### src/rtl/a429_tx_pkg.sv
package a429_tx_pkg;
  localparam logic [1:0] ADDR_CTRL = 2'd0;
  localparam logic [1:0] ADDR_STAT = 2'd1;
  localparam logic [1:0] ADDR_PUSH = 2'd2;

  localparam int ST_EMPTY = 0;
  localparam int ST_LEVEL = 1;
  localparam int ST_FULL  = 2;
  localparam int ST_OVF   = 3;
  localparam int ST_BUSY  = 4;

  localparam int LVL_W  = 4;
  localparam int WORD_W = 32;

  typedef struct packed {
    logic [LVL_W-1:0] level;
    logic [1:0]       spare;
    logic             fast;
    logic             par_en;
  } ctrl_t;
endpackage

### src/rtl/a429_tx_fifo.sv
module a429_tx_fifo #(
  parameter int WIDTH = 32,
  parameter int DEPTH = 16,
  parameter int LVL_W = 4
) (
  input  logic             clk,
  input  logic             rst,
  input  logic             push,
  input  logic [WIDTH-1:0] wdata,
  input  logic             pop,
  input  logic [LVL_W-1:0] level,
  output logic [WIDTH-1:0] rdata,
  output logic             empty_o,
  output logic             level_o,
  output logic             full_o,
  output logic             any_o
);
  localparam int AW = (DEPTH > 1) ? $clog2(DEPTH) : 1;
  localparam int CW = $clog2(DEPTH + 1);

  logic [WIDTH-1:0] mem [DEPTH];
  logic [AW-1:0]    wp, rp;
  logic [CW-1:0]    cnt, cnt_nxt;
  logic             push_ok, pop_ok;
  logic             nxt_empty, nxt_full, nxt_level;

  assign push_ok = push && !full_o;
  assign pop_ok  = pop && !empty_o;

  always_comb begin
    cnt_nxt = cnt;
    if (push_ok && !pop_ok)      cnt_nxt = cnt + 1'b1;
    else if (!push_ok && pop_ok) cnt_nxt = cnt - 1'b1;
  end

  assign nxt_empty = (cnt_nxt == '0);
  assign nxt_full  = (cnt_nxt == CW'(DEPTH));
  assign nxt_level = (32'(cnt_nxt) >= 32'(level));

  // storage without reset so that a block RAM can be inferred
  always_ff @(posedge clk) begin
    if (push_ok) mem[wp] <= wdata;
    if (pop_ok)  rdata   <= mem[rp];
  end

  always_ff @(posedge clk) begin
    if (rst) begin
      wp      <= '0;
      rp      <= '0;
      cnt     <= '0;
      empty_o <= 1'b1;
      full_o  <= 1'b0;
      level_o <= 1'b1;
      any_o   <= 1'b1;
    end else begin
      if (push_ok) wp <= (wp == AW'(DEPTH - 1)) ? '0 : wp + 1'b1;
      if (pop_ok)  rp <= (rp == AW'(DEPTH - 1)) ? '0 : rp + 1'b1;
      cnt     <= cnt_nxt;
      empty_o <= nxt_empty;
      full_o  <= nxt_full;
      level_o <= nxt_level;
      any_o   <= nxt_empty | nxt_full | nxt_level;
    end
  end
endmodule

### src/rtl/a429_tx_serial.sv
module a429_tx_serial #(
  parameter int HALF_FAST = 625,
  parameter int HALF_SLOW = 5000,
  parameter int GAP_BITS  = 4
) (
  input  logic        clk,
  input  logic        rst,
  input  logic        avail,
  input  logic [31:0] word_in,
  input  logic        par_en,
  input  logic        fast,
  output logic        pop,
  output logic        line_hi,
  output logic        line_lo,
  output logic        busy
);
  localparam int MAXH = (HALF_SLOW > HALF_FAST) ? HALF_SLOW : HALF_FAST;
  localparam int TW   = $clog2(2 * GAP_BITS * MAXH + 1);

  typedef enum logic [2:0] {S_IDLE, S_LOAD, S_ON, S_OFF, S_GAP} st_t;

  st_t           state;
  logic [TW-1:0] timer, half_len, gap_len;
  logic [4:0]    bits_left;
  logic [31:0]   sreg, word_par, ord;
  logic          rate_q, par_q;

  assign half_len = rate_q ? TW'(HALF_FAST) : TW'(HALF_SLOW);
  assign gap_len  = rate_q ? TW'(2 * GAP_BITS * HALF_FAST) : TW'(2 * GAP_BITS * HALF_SLOW);

  assign word_par = par_q ? {~^word_in[30:0], word_in[30:0]} : word_in;

  // line order: label byte reversed, remaining bits ascending
  for (genvar k = 0; k < 32; k++) begin : g_order
    if (k < 8) begin : g_label
      assign ord[k] = word_par[7-k];
    end else begin : g_body
      assign ord[k] = word_par[k];
    end
  end

  assign pop  = (state == S_IDLE) && avail;
  assign busy = (state != S_IDLE);

  always_ff @(posedge clk) begin
    if (rst) begin
      state     <= S_IDLE;
      timer     <= '0;
      bits_left <= '0;
      sreg      <= '0;
      rate_q    <= 1'b0;
      par_q     <= 1'b0;
      line_hi   <= 1'b0;
      line_lo   <= 1'b0;
    end else begin
      case (state)
        S_IDLE: begin
          if (avail) begin
            rate_q <= fast;
            par_q  <= par_en;
            state  <= S_LOAD;
          end
        end
        S_LOAD: begin
          sreg      <= ord;
          line_hi   <= ord[0];
          line_lo   <= !ord[0];
          timer     <= half_len - 1'b1;
          bits_left <= 5'd31;
          state     <= S_ON;
        end
        S_ON: begin
          if (timer == '0) begin
            line_hi <= 1'b0;
            line_lo <= 1'b0;
            timer   <= half_len - 1'b1;
            state   <= S_OFF;
          end else begin
            timer <= timer - 1'b1;
          end
        end
        S_OFF: begin
          if (timer == '0) begin
            if (bits_left == '0) begin
              timer <= gap_len - 1'b1;
              state <= S_GAP;
            end else begin
              sreg      <= sreg >> 1;
              line_hi   <= sreg[1];
              line_lo   <= !sreg[1];
              bits_left <= bits_left - 1'b1;
              timer     <= half_len - 1'b1;
              state     <= S_ON;
            end
          end else begin
            timer <= timer - 1'b1;
          end
        end
        S_GAP: begin
          if (timer == '0) state <= S_IDLE;
          else             timer <= timer - 1'b1;
        end
        default: state <= S_IDLE;
      endcase
    end
  end
endmodule

### src/rtl/a429_tx_chan.sv
module a429_tx_chan
  import a429_tx_pkg::*;
#(
  parameter int DEPTH     = 16,
  parameter int HALF_FAST = 625,
  parameter int HALF_SLOW = 5000,
  parameter int GAP_BITS  = 4
) (
  input  logic        clk,
  input  logic        rst,
  input  logic        host_we,
  input  logic [1:0]  host_addr,
  input  logic [31:0] host_wdata,
  output logic [31:0] host_rdata,
  output logic        line_hi,
  output logic        line_lo,
  output logic        irq
);
  ctrl_t        ctrl_q;
  logic         ovf_q;
  logic         push, pop, busy;
  logic         fifo_empty, fifo_level, fifo_full;
  logic [31:0]  fifo_rdata;
  logic [7:0]   status;

  assign push = host_we && (host_addr == ADDR_PUSH);

  always_ff @(posedge clk) begin
    if (rst) begin
      ctrl_q <= '0;
      ovf_q  <= 1'b0;
    end else begin
      if (host_we && host_addr == ADDR_CTRL) ctrl_q <= ctrl_t'(host_wdata[7:0]);
      if (push && fifo_full)                   ovf_q <= 1'b1;
      else if (host_we && host_addr == ADDR_STAT && host_wdata[ST_OVF]) ovf_q <= 1'b0;
    end
  end

  always_comb begin
    status           = '0;
    status[ST_EMPTY] = fifo_empty;
    status[ST_LEVEL] = fifo_level;
    status[ST_FULL]  = fifo_full;
    status[ST_OVF]   = ovf_q;
    status[ST_BUSY]  = busy;
  end

  always_ff @(posedge clk) begin
    if (rst) host_rdata <= '0;
    else begin
      case (host_addr)
        ADDR_CTRL: host_rdata <= {24'd0, ctrl_q};
        ADDR_STAT: host_rdata <= {24'd0, status};
        default:   host_rdata <= '0;
      endcase
    end
  end

  a429_tx_fifo #(.WIDTH(WORD_W), .DEPTH(DEPTH), .LVL_W(LVL_W)) u_fifo (
    .clk     (clk),
    .rst     (rst),
    .push    (push),
    .wdata   (host_wdata),
    .pop     (pop),
    .level   (ctrl_q.level),
    .rdata   (fifo_rdata),
    .empty_o (fifo_empty),
    .level_o (fifo_level),
    .full_o  (fifo_full),
    .any_o   (irq)
  );

  a429_tx_serial #(.HALF_FAST(HALF_FAST), .HALF_SLOW(HALF_SLOW), .GAP_BITS(GAP_BITS)) u_ser (
    .clk     (clk),
    .rst     (rst),
    .avail   (!fifo_empty),
    .word_in (fifo_rdata),
    .par_en  (ctrl_q.par_en),
    .fast    (ctrl_q.fast),
    .pop     (pop),
    .line_hi (line_hi),
    .line_lo (line_lo),
    .busy    (busy)
  );
endmodule


### config.mk
export PLATFORM = sky130hd
export DESIGN_NAME = a429_tx_chan
export DESIGN_NICKNAME = d
export VERILOG_FILES = /design/src/rtl/a429_tx_pkg.sv /design/src/rtl/a429_tx_fifo.sv /design/src/rtl/a429_tx_serial.sv /design/src/rtl/a429_tx_chan.sv
export SDC_FILE = /design/constraint.sdc
export NUM_CORES = 1
export LEC_CHECK = 0
export CORE_MARGIN = 8
export CORE_UTILIZATION = 66
export CTS_CLUSTER_DIAMETER = 80
export DETAILED_ROUTE_END_ITERATION = 8
export GPL_ROUTABILITY_DRIVEN = 0
export PLACE_DENSITY = 0.87
export SETUP_SLACK_MARGIN = 0.5
export SKIP_CTS_REPAIR_TIMING = 1
export SYNTH_ARGS = -nofsm -noshare
export SYNTH_HDL_FRONTEND = slang
export SYNTH_HIERARCHICAL = 1
export SYNTH_SLANG_ARGS = --single-unit
export TNS_END_PERCENT = 20
### constraint.sdc
create_clock -name clk -period 8.05 [get_ports clk]
set_clock_uncertainty 0.05 [all_clocks]
set_input_delay 1.2075 -clock clk [delete_from_list [all_inputs] [get_ports clk]]
set_output_delay 1.2075 -clock clk [all_outputs]
set_load 0.005 [all_outputs]
==> flow_summary_export.csv, run 1 <==
group,metric,value,unit
run_status,status,"completed",
synth,yosysWarnings,6,
hold_path,hp-class,"reg -> reg",
routing,via_count,14300,
sta,setup_violations,0,
worst_setup_path,cpMaxStageDelayCell,"clkdlybuf4s50_1",
power,netSwitchingFraction,25.3,%
synth,syn_inst,1550,
die,initial_core_util,67.1,%
power,p_leak,0.00899,µW
clocking,clockRootBuffer,"clkbuf_16",
final_layout,layout.nets,1637,
clocking,cts_tree,"built",
die,dieArea,46100,µm²
die,fp.coreArea,38800,µm²
worst_setup_path,r2r_slack,3.94,ns
final_layout,n_antenna_cell,0,
placement,dp.final_hpwl,31.2,mm
power,switchingPower,2010,µW
synth,synth_seq_area_share,69.9,%
routing,antenna_left,0,
synth,synth-edff-count,544,
clocking,clock_sinks,637,
placement,preCtsSetupSlack,3.29,ns
final_layout,layout-drive-gt1-share,18.9,%
worst_setup_path,crit_chain,"clkdlybuf4s50_1, inv_1, and3_1, nor2b_1, nor2_1, or3_1, nand2_1, ha_1, nand2b_1, a211oi_1, o21ai_0, or3b_1",
final_layout,fin_area,28900,µm²
power,internal-power,5920,µW
sta,finalMaxSlewViolations,0,
sta,rsz0062_at_grt,"no",
final_layout,mostFrequentLayoutCells,"edfxtp_1, mux4_2, nand2_1",
worst_setup_path,end_kind,"register",
grt,antenna_found_initial,0,
synth,yosys_most_used_dff,"edfxtp_1",
power,total_power,7930,µW
synth,synthArstFlopShare,0,%
synth,ys_ff_latch,637,
worst_setup_path,cp-endpoint,"u_fifo/any_o",
placement,dpl-instance-area,26800,µm²
routing,vias_per_cell,6.68,
routing,wire_per_inst,27.5,µm
sta,timing.fmax,233,MHz
die,die_height,215,µm
worst_setup_path,reg2reg_depth,12,
worst_setup_path,crit-reg2reg-launch,"u_ser/state[0]",
routing,drt_pass1_iterations,6,
die,die_x,215,µm
sta,totalNegativeSetupSlack,0,ns
sta,period_share,53.4,%
power,p_seq_share,48.2,%
worst_setup_path,start_kind,"input port",
power,p_per_area,275,nW/µm²
clocking,clk_pin_slew_worst_paths,0.06,ns
die,rows,72,
worst_setup_path,worstReg2RegEnd,"u_fifo/any_o",
synth,ys_types,69,
power,p_clk_share,37.3,%
synth,avgSynthCellArea,16.8,µm²
clocking,cts_buffers,59,
worst_setup_path,crit_path_start,"host_addr[0]",
final_layout,layout_commonest_cell,"edfxtp_1",
power,vdd_drop_max,240,µV
grt,grt_pass1_vias,14600,
routing,drtIter0Drc,2026,
sta,worst_pin_slew,1.35,ns
worst_setup_path,critPathMaxStageDelay,0.66,ns
sta,timing_hold_violations_final,0,
grt,grt_remaining_overflow,0,
grt,grt_max_degree,96,
grt,track_usage,25.5,%
worst_setup_path,required,8.50,ns
final_layout,area_growth,11.0,%
hold_path,hold_start,"u_ser/line_hi",
clocking,clk_latency,0.62,ns
routing,drcViolationCount,0,
synth,netlist_area,26000,µm²
grt,grt_pass1_wl,89.5,mm
sta,layout_setup_ws,3.75,ns
power,power_frac_comb,14.5,%
clocking,h-tree-depth,2,
sta,relSlewSlack,9.48,%
clocking,cts_buffer_depth,3,
routing,wl,59.0,mm
worst_setup_path,worstSetupPathType,"in -> reg",
placement,portBuffers,47,
worst_setup_path,arrival,4.75,ns
sta,period_minus_slack,4.30,ns
run,maxCapViolations,0,
hold_path,hold_depth,2,
worst_setup_path,path_max_fanout,10,
die,pin_count,72,
sta,whs,0.406,ns
-- state kept, by name (all words and copies together) (netlist names) --
name and count:
u_fifo/mem 512, u_ser/timer 16, u_fifo/any_o 1, u_fifo/cnt 5, u_ser/bits_left 5, ctrl_q 8, u_fifo/empty_o 1, u_ser/state 3
u_fifo/rp 4, u_ser/par_q 1, u_fifo/wp 4, ovf_q 1, u_fifo/level_o 1, u_ser/line_lo 1, u_ser/rate_q 1, host_rdata 8
u_fifo/rdata 32, u_ser/sreg 31, u_ser/line_hi 1, u_fifo/full_o 1
-- cells in the mapped netlist (all sizes together) (2+ instances only) --
library cell | count | area share [%]
and3 | 2 | 0.048
edfxtp | 544 | 63
nor2b | 37 | 0.89
xnor2 | 21 | 0.71
nor2 | 94 | 1.4
a31oi | 12 | 0.29
o21a | 2 | 0.058
nor3b | 5 | 0.20
a31o | 3 | 0.10
mux2i | 40 | 1.5
o22ai | 3 | 0.072
a21o | 7 | 0.21
a211oi | 39 | 1.1
xor2 | 7 | 0.24
dfxtp | 93 | 7.2
nand4 | 3 | 0.096
inv | 22 | 0.32
a2bb2oi | 3 | 0.10
or2 | 4 | 0.11
nand2 | 120 | 1.7
and2 | 7 | 0.17
a21oi | 74 | 1.5
or4 | 5 | 0.16
nand2b | 16 | 0.38
nor4b | 2 | 0.091
nand3 | 10 | 0.19
clkbuf | 50 | 0.72
o21ai | 25 | 0.48
nor3 | 18 | 0.35
or3 | 6 | 0.16
or3b | 2 | 0.067
nor4 | 5 | 0.14
buf | 65 | 1.7
a311oi | 37 | 1.9
ha | 19 | 0.91
mux4 | 128 | 11
xnor3 | 4 | 0.35
o31ai | 3 | 0.11
o211ai | 3 | 0.086
-- worst min-delay path by stage --
stage                     to  slack [ns]
6_report       u_ser/line_hi        0.41
5_1_grt            ctrl_q[3]        0.43
4_1_cts        u_ser/line_hi        0.41
3_5_place_dp   u_ser/line_hi        0.40
3_3_place_gp   u_ser/line_hi        0.40
2_1_floorplan      ctrl_q[2]        0.38
-- critical path: cells and delay by family --
family                     cells  cell delay (ns)
and+or+nand+nor                7             2.09
buffers and inverters          2             0.82
AOI/OAI and AO/OA              2             0.39
adders and majority gates      1             0.23
-- power groups by stage --
stage                     clock (µW)  combinational, µW  sequential (µW)
after floorplan                    0                920             3840
after global placement             0               1090             3880
after detailed placement           0               1120             3890
after CTS                       3000               1140             3820
after global routing            3120               1260             3840
final                           2960               1150             3820
-- layer usage --
| metal | vias to the layer above | share of wire (%) | global-route usage, % |
|---|---|---|---|
| li1 | 6066 | - | - |
| met1 | 7251 | 37 | 33.0 |
| met2 | 861 | 51 | 42.8 |
| met3 | 152 | 8.2 | 4.95 |
| met4 | 0 | 3.5 | 9.53 |
| met5 | - | 0 | 0 |
-- area by class of cell --
type | count | area, µm²
sequential | 637 | 18200
fill | 2085 | 9930
multi-input combinational | 799 | 7320
clock buffer | 72 | 1590
tap | 518 | 648
timing repair buffer | 62 | 593
clock inverter | 36 | 455
inverter | 22 | 82.6
-- cells by family after synthesis --
family	share of synthesized area (%)
AO/OA/AOI/OAI	6.29
adder cells (fa/ha/maj)	0.913
buffers and inverters	2.77
XOR/XNOR	1.29
multiplexers	12.6
other	0.0144
flip-flops	69.9
AND/OR/NAND/NOR	6.22
-- metrics by stage --
stage | utilization, % | std cells
3_3_place_gp | 69.2 | 2038
4_1_cts | 74.4 | 2146
3_5_place_dp | 69.2 | 2038
2_1_floorplan | - | 1573
6_report | 74.4 | 2146
5_1_grt | 74.4 | 2146
Power figures use the tool's default switching activity.
==> run 2: changes to the inputs <==
--- a/config.mk
+++ b/config.mk
@@ -6,11 +6,11 @@
 export NUM_CORES = 1
 export LEC_CHECK = 0
 export CORE_MARGIN = 8
-export CORE_UTILIZATION = 66
+export CORE_UTILIZATION = 55
 export CTS_CLUSTER_DIAMETER = 80
 export DETAILED_ROUTE_END_ITERATION = 8
 export GPL_ROUTABILITY_DRIVEN = 0
-export PLACE_DENSITY = 0.87
+export PLACE_DENSITY = 0.78
 export SETUP_SLACK_MARGIN = 0.5
 export SKIP_CTS_REPAIR_TIMING = 1
 export SYNTH_ARGS = -nofsm -noshare
==> constraint.sdc (replaced) <==
create_clock -name clk -period 3.57 [get_ports clk]
set_clock_uncertainty 0.05 [all_clocks]
set_input_delay 0.5355 -clock clk [delete_from_list [all_inputs] [get_ports clk]]
set_output_delay 0.5355 -clock clk [all_outputs]
set_load 0.005 [all_outputs]
==> run 2 against run 1 <==
  * Hold slack worse by 0.032 ns
  * Global-route usage is 5.0 points lower
  * Utilization is 11 points lower
  * Die area is 18% higher
  * Wire length is 5.5% lower
  * Via count is 2.4% lower
  * Final cell count is 6.4% higher
==> flow_summary_export.csv, run 2 (same netlist as run 1, synthesis figures left out) <==
group,metric,value,unit
sta,worst_pin_slew,1.05,ns
worst_setup_path,r2r_slack,0.71,ns
final_layout,largest_register,"u_fifo/mem",
grt,grt_max_degree,69,
placement,dpl-instance-area,27500,µm²
routing,antenna_left,0,
grt,grt_pass1_wl,85.0,mm
routing,vias_per_cell,6.13,
sta,totalNegativeSetupSlack,0,ns
power,p_leak,0.00924,µW
worst_setup_path,end_kind,"register",
clocking,cts_buffers,61,
final_layout,area_growth,13.6,%
grt,top_usage_layer,"met2",
clocking,cts_buffer_depth,3,
routing,via_count,14000,
power,switchingPower,4570,µW
clocking,h-tree-depth,2,
final_layout,reg_top3,"u_fifo/mem (512), u_fifo/rdata (32), u_ser/sreg (31)",
hold_path,hold_start,"rst",
worst_setup_path,crit-reg2reg-launch,"u_ser/state[0]",
routing,drcViolationCount,0,
routing,drt_pass1_iterations,5,
sta,finalMaxSlewViolations,0,
clocking,clk_pin_slew_worst_paths,0.06,ns
die,die_height,234,µm
die,die_x,234,µm
grt,met1_usage,26.7,%
final_layout,largest_reg_flops,512,
final_layout,finish.utilization,63.4,%
worst_setup_path,start_kind,"register",
run,maxCapViolations,0,
die,initial_core_util,55.8,%
final_layout,layout.nets,1681,
grt,track_usage,20.5,%
worst_setup_path,path_max_fanout,8,
power,power_frac_comb,15.1,%
placement,dp.final_hpwl,32.6,mm
final_layout,mostFrequentLayoutCells,"edfxtp_1, mux4_2, nand2_1",
sta,setup_violations,0,
final_layout,layout_commonest_cell,"edfxtp_1",
worst_setup_path,arrival,3.31,ns
power,p_per_area,609,nW/µm²
routing,drtIter0Drc,1389,
power,netSwitchingFraction,25.4,%
final_layout,layout-drive-gt1-share,21.1,%
sta,timing_hold_violations_final,0,
die,rows,79,
worst_setup_path,crit_path_start,"u_ser/state[0]",
power,internal-power,13400,µW
worst_setup_path,worstSetupPathType,"reg -> reg",
routing,wl,55.7,mm
die,fp.coreArea,46700,µm²
die,dieArea,54600,µm²
worst_setup_path,required,4.02,ns
clocking,clockRootBuffer,"clkbuf_16",
final_layout,fin_area,29600,µm²
placement,portBuffers,47,
grt,grt_pass1_vias,14300,
power,vdd_drop_max,427,µV
sta,rsz0062_at_grt,"no",
clocking,clk_latency,0.63,ns
hold_path,hp-class,"in -> reg",
sta,period_share,80.0,%
grt,grt_use_met3,3.01,%
sta,period_minus_slack,2.86,ns
routing,wire_per_inst,24.4,µm
grt,antenna_found_initial,0,
grt,grt_remaining_overflow,0,
grt,use_met2,35.4,%
sta,timing.fmax,350,MHz
sta,relSlewSlack,29.8,%
clocking,cts_tree,"built",
die,pin_count,72,
final_layout,n_antenna_cell,0,
run_status,status,"completed",
clocking,clock_sinks,637,
power,p_clk_share,37.3,%
power,p_seq_share,47.6,%
[run 2: metrics by stage]
stage	power [µW]	setup slack [ns]	hold WS, ns	cells
floorplan	10700	0.411	0.383	1573
global placement	11300	0.265	0.391	2169
detailed placement	11400	0.207	0.404	2169
CTS	18000	0.465	0.346	2284
global route	18600	0.524	0.398	2284
finish	18000	0.714	0.375	2284
[run 2: cell type report]
cell class                      count  area (µm²)
Sequential cell                   637       18200
Fill cell                        3137       17100
Multi-Input combinational cell    799        7350
Clock buffer                       73        1570
Timing Repair Buffer              104        1070
Tap cell                          607         759
Clock inverter                     42         524
Inverter                           22        85.1
[run 2: final timing paths]
path	end	cells after the start
worst max-delay path	u_fifo/any_o	12
worst min register to register	ctrl_q[2]	2
worst max register to register	u_fifo/any_o	12
worst min-delay path	u_fifo/cnt[0]	2
[run 2: per-layer routing]
metal  part of all wire (%)  wire, µm  up-vias
met5                      0         0        -
met4                    2.5      1390        0
met3                    6.5      3640       84
met2                     51     28400      571
met1                     40     22300     7173
li1                       -         -     6164
[run 2: worst max-delay path, cell delays in order, from the launching register on]
cell	delay, ns
dfxtp_1	0.32
nor3_2	0.24
and2_2	0.24
nand2b_2	0.16
inv_4	0.13
nor2_1	0.09
or3_1	0.35
nand2_1	0.09
ha_1	0.22
nand2b_1	0.14
a211oi_1	0.21
o21ai_0	0.13
or3b_1	0.37
[run 2: power groups by stage]
stage	clock, µW	combinational, µW	sequential (µW)
after floorplan	0	2080	8650
after global routing	7070	2940	8600
after global placement	0	2610	8710
final	6700	2720	8570
after CTS	6790	2680	8570
after detailed placement	0	2670	8720
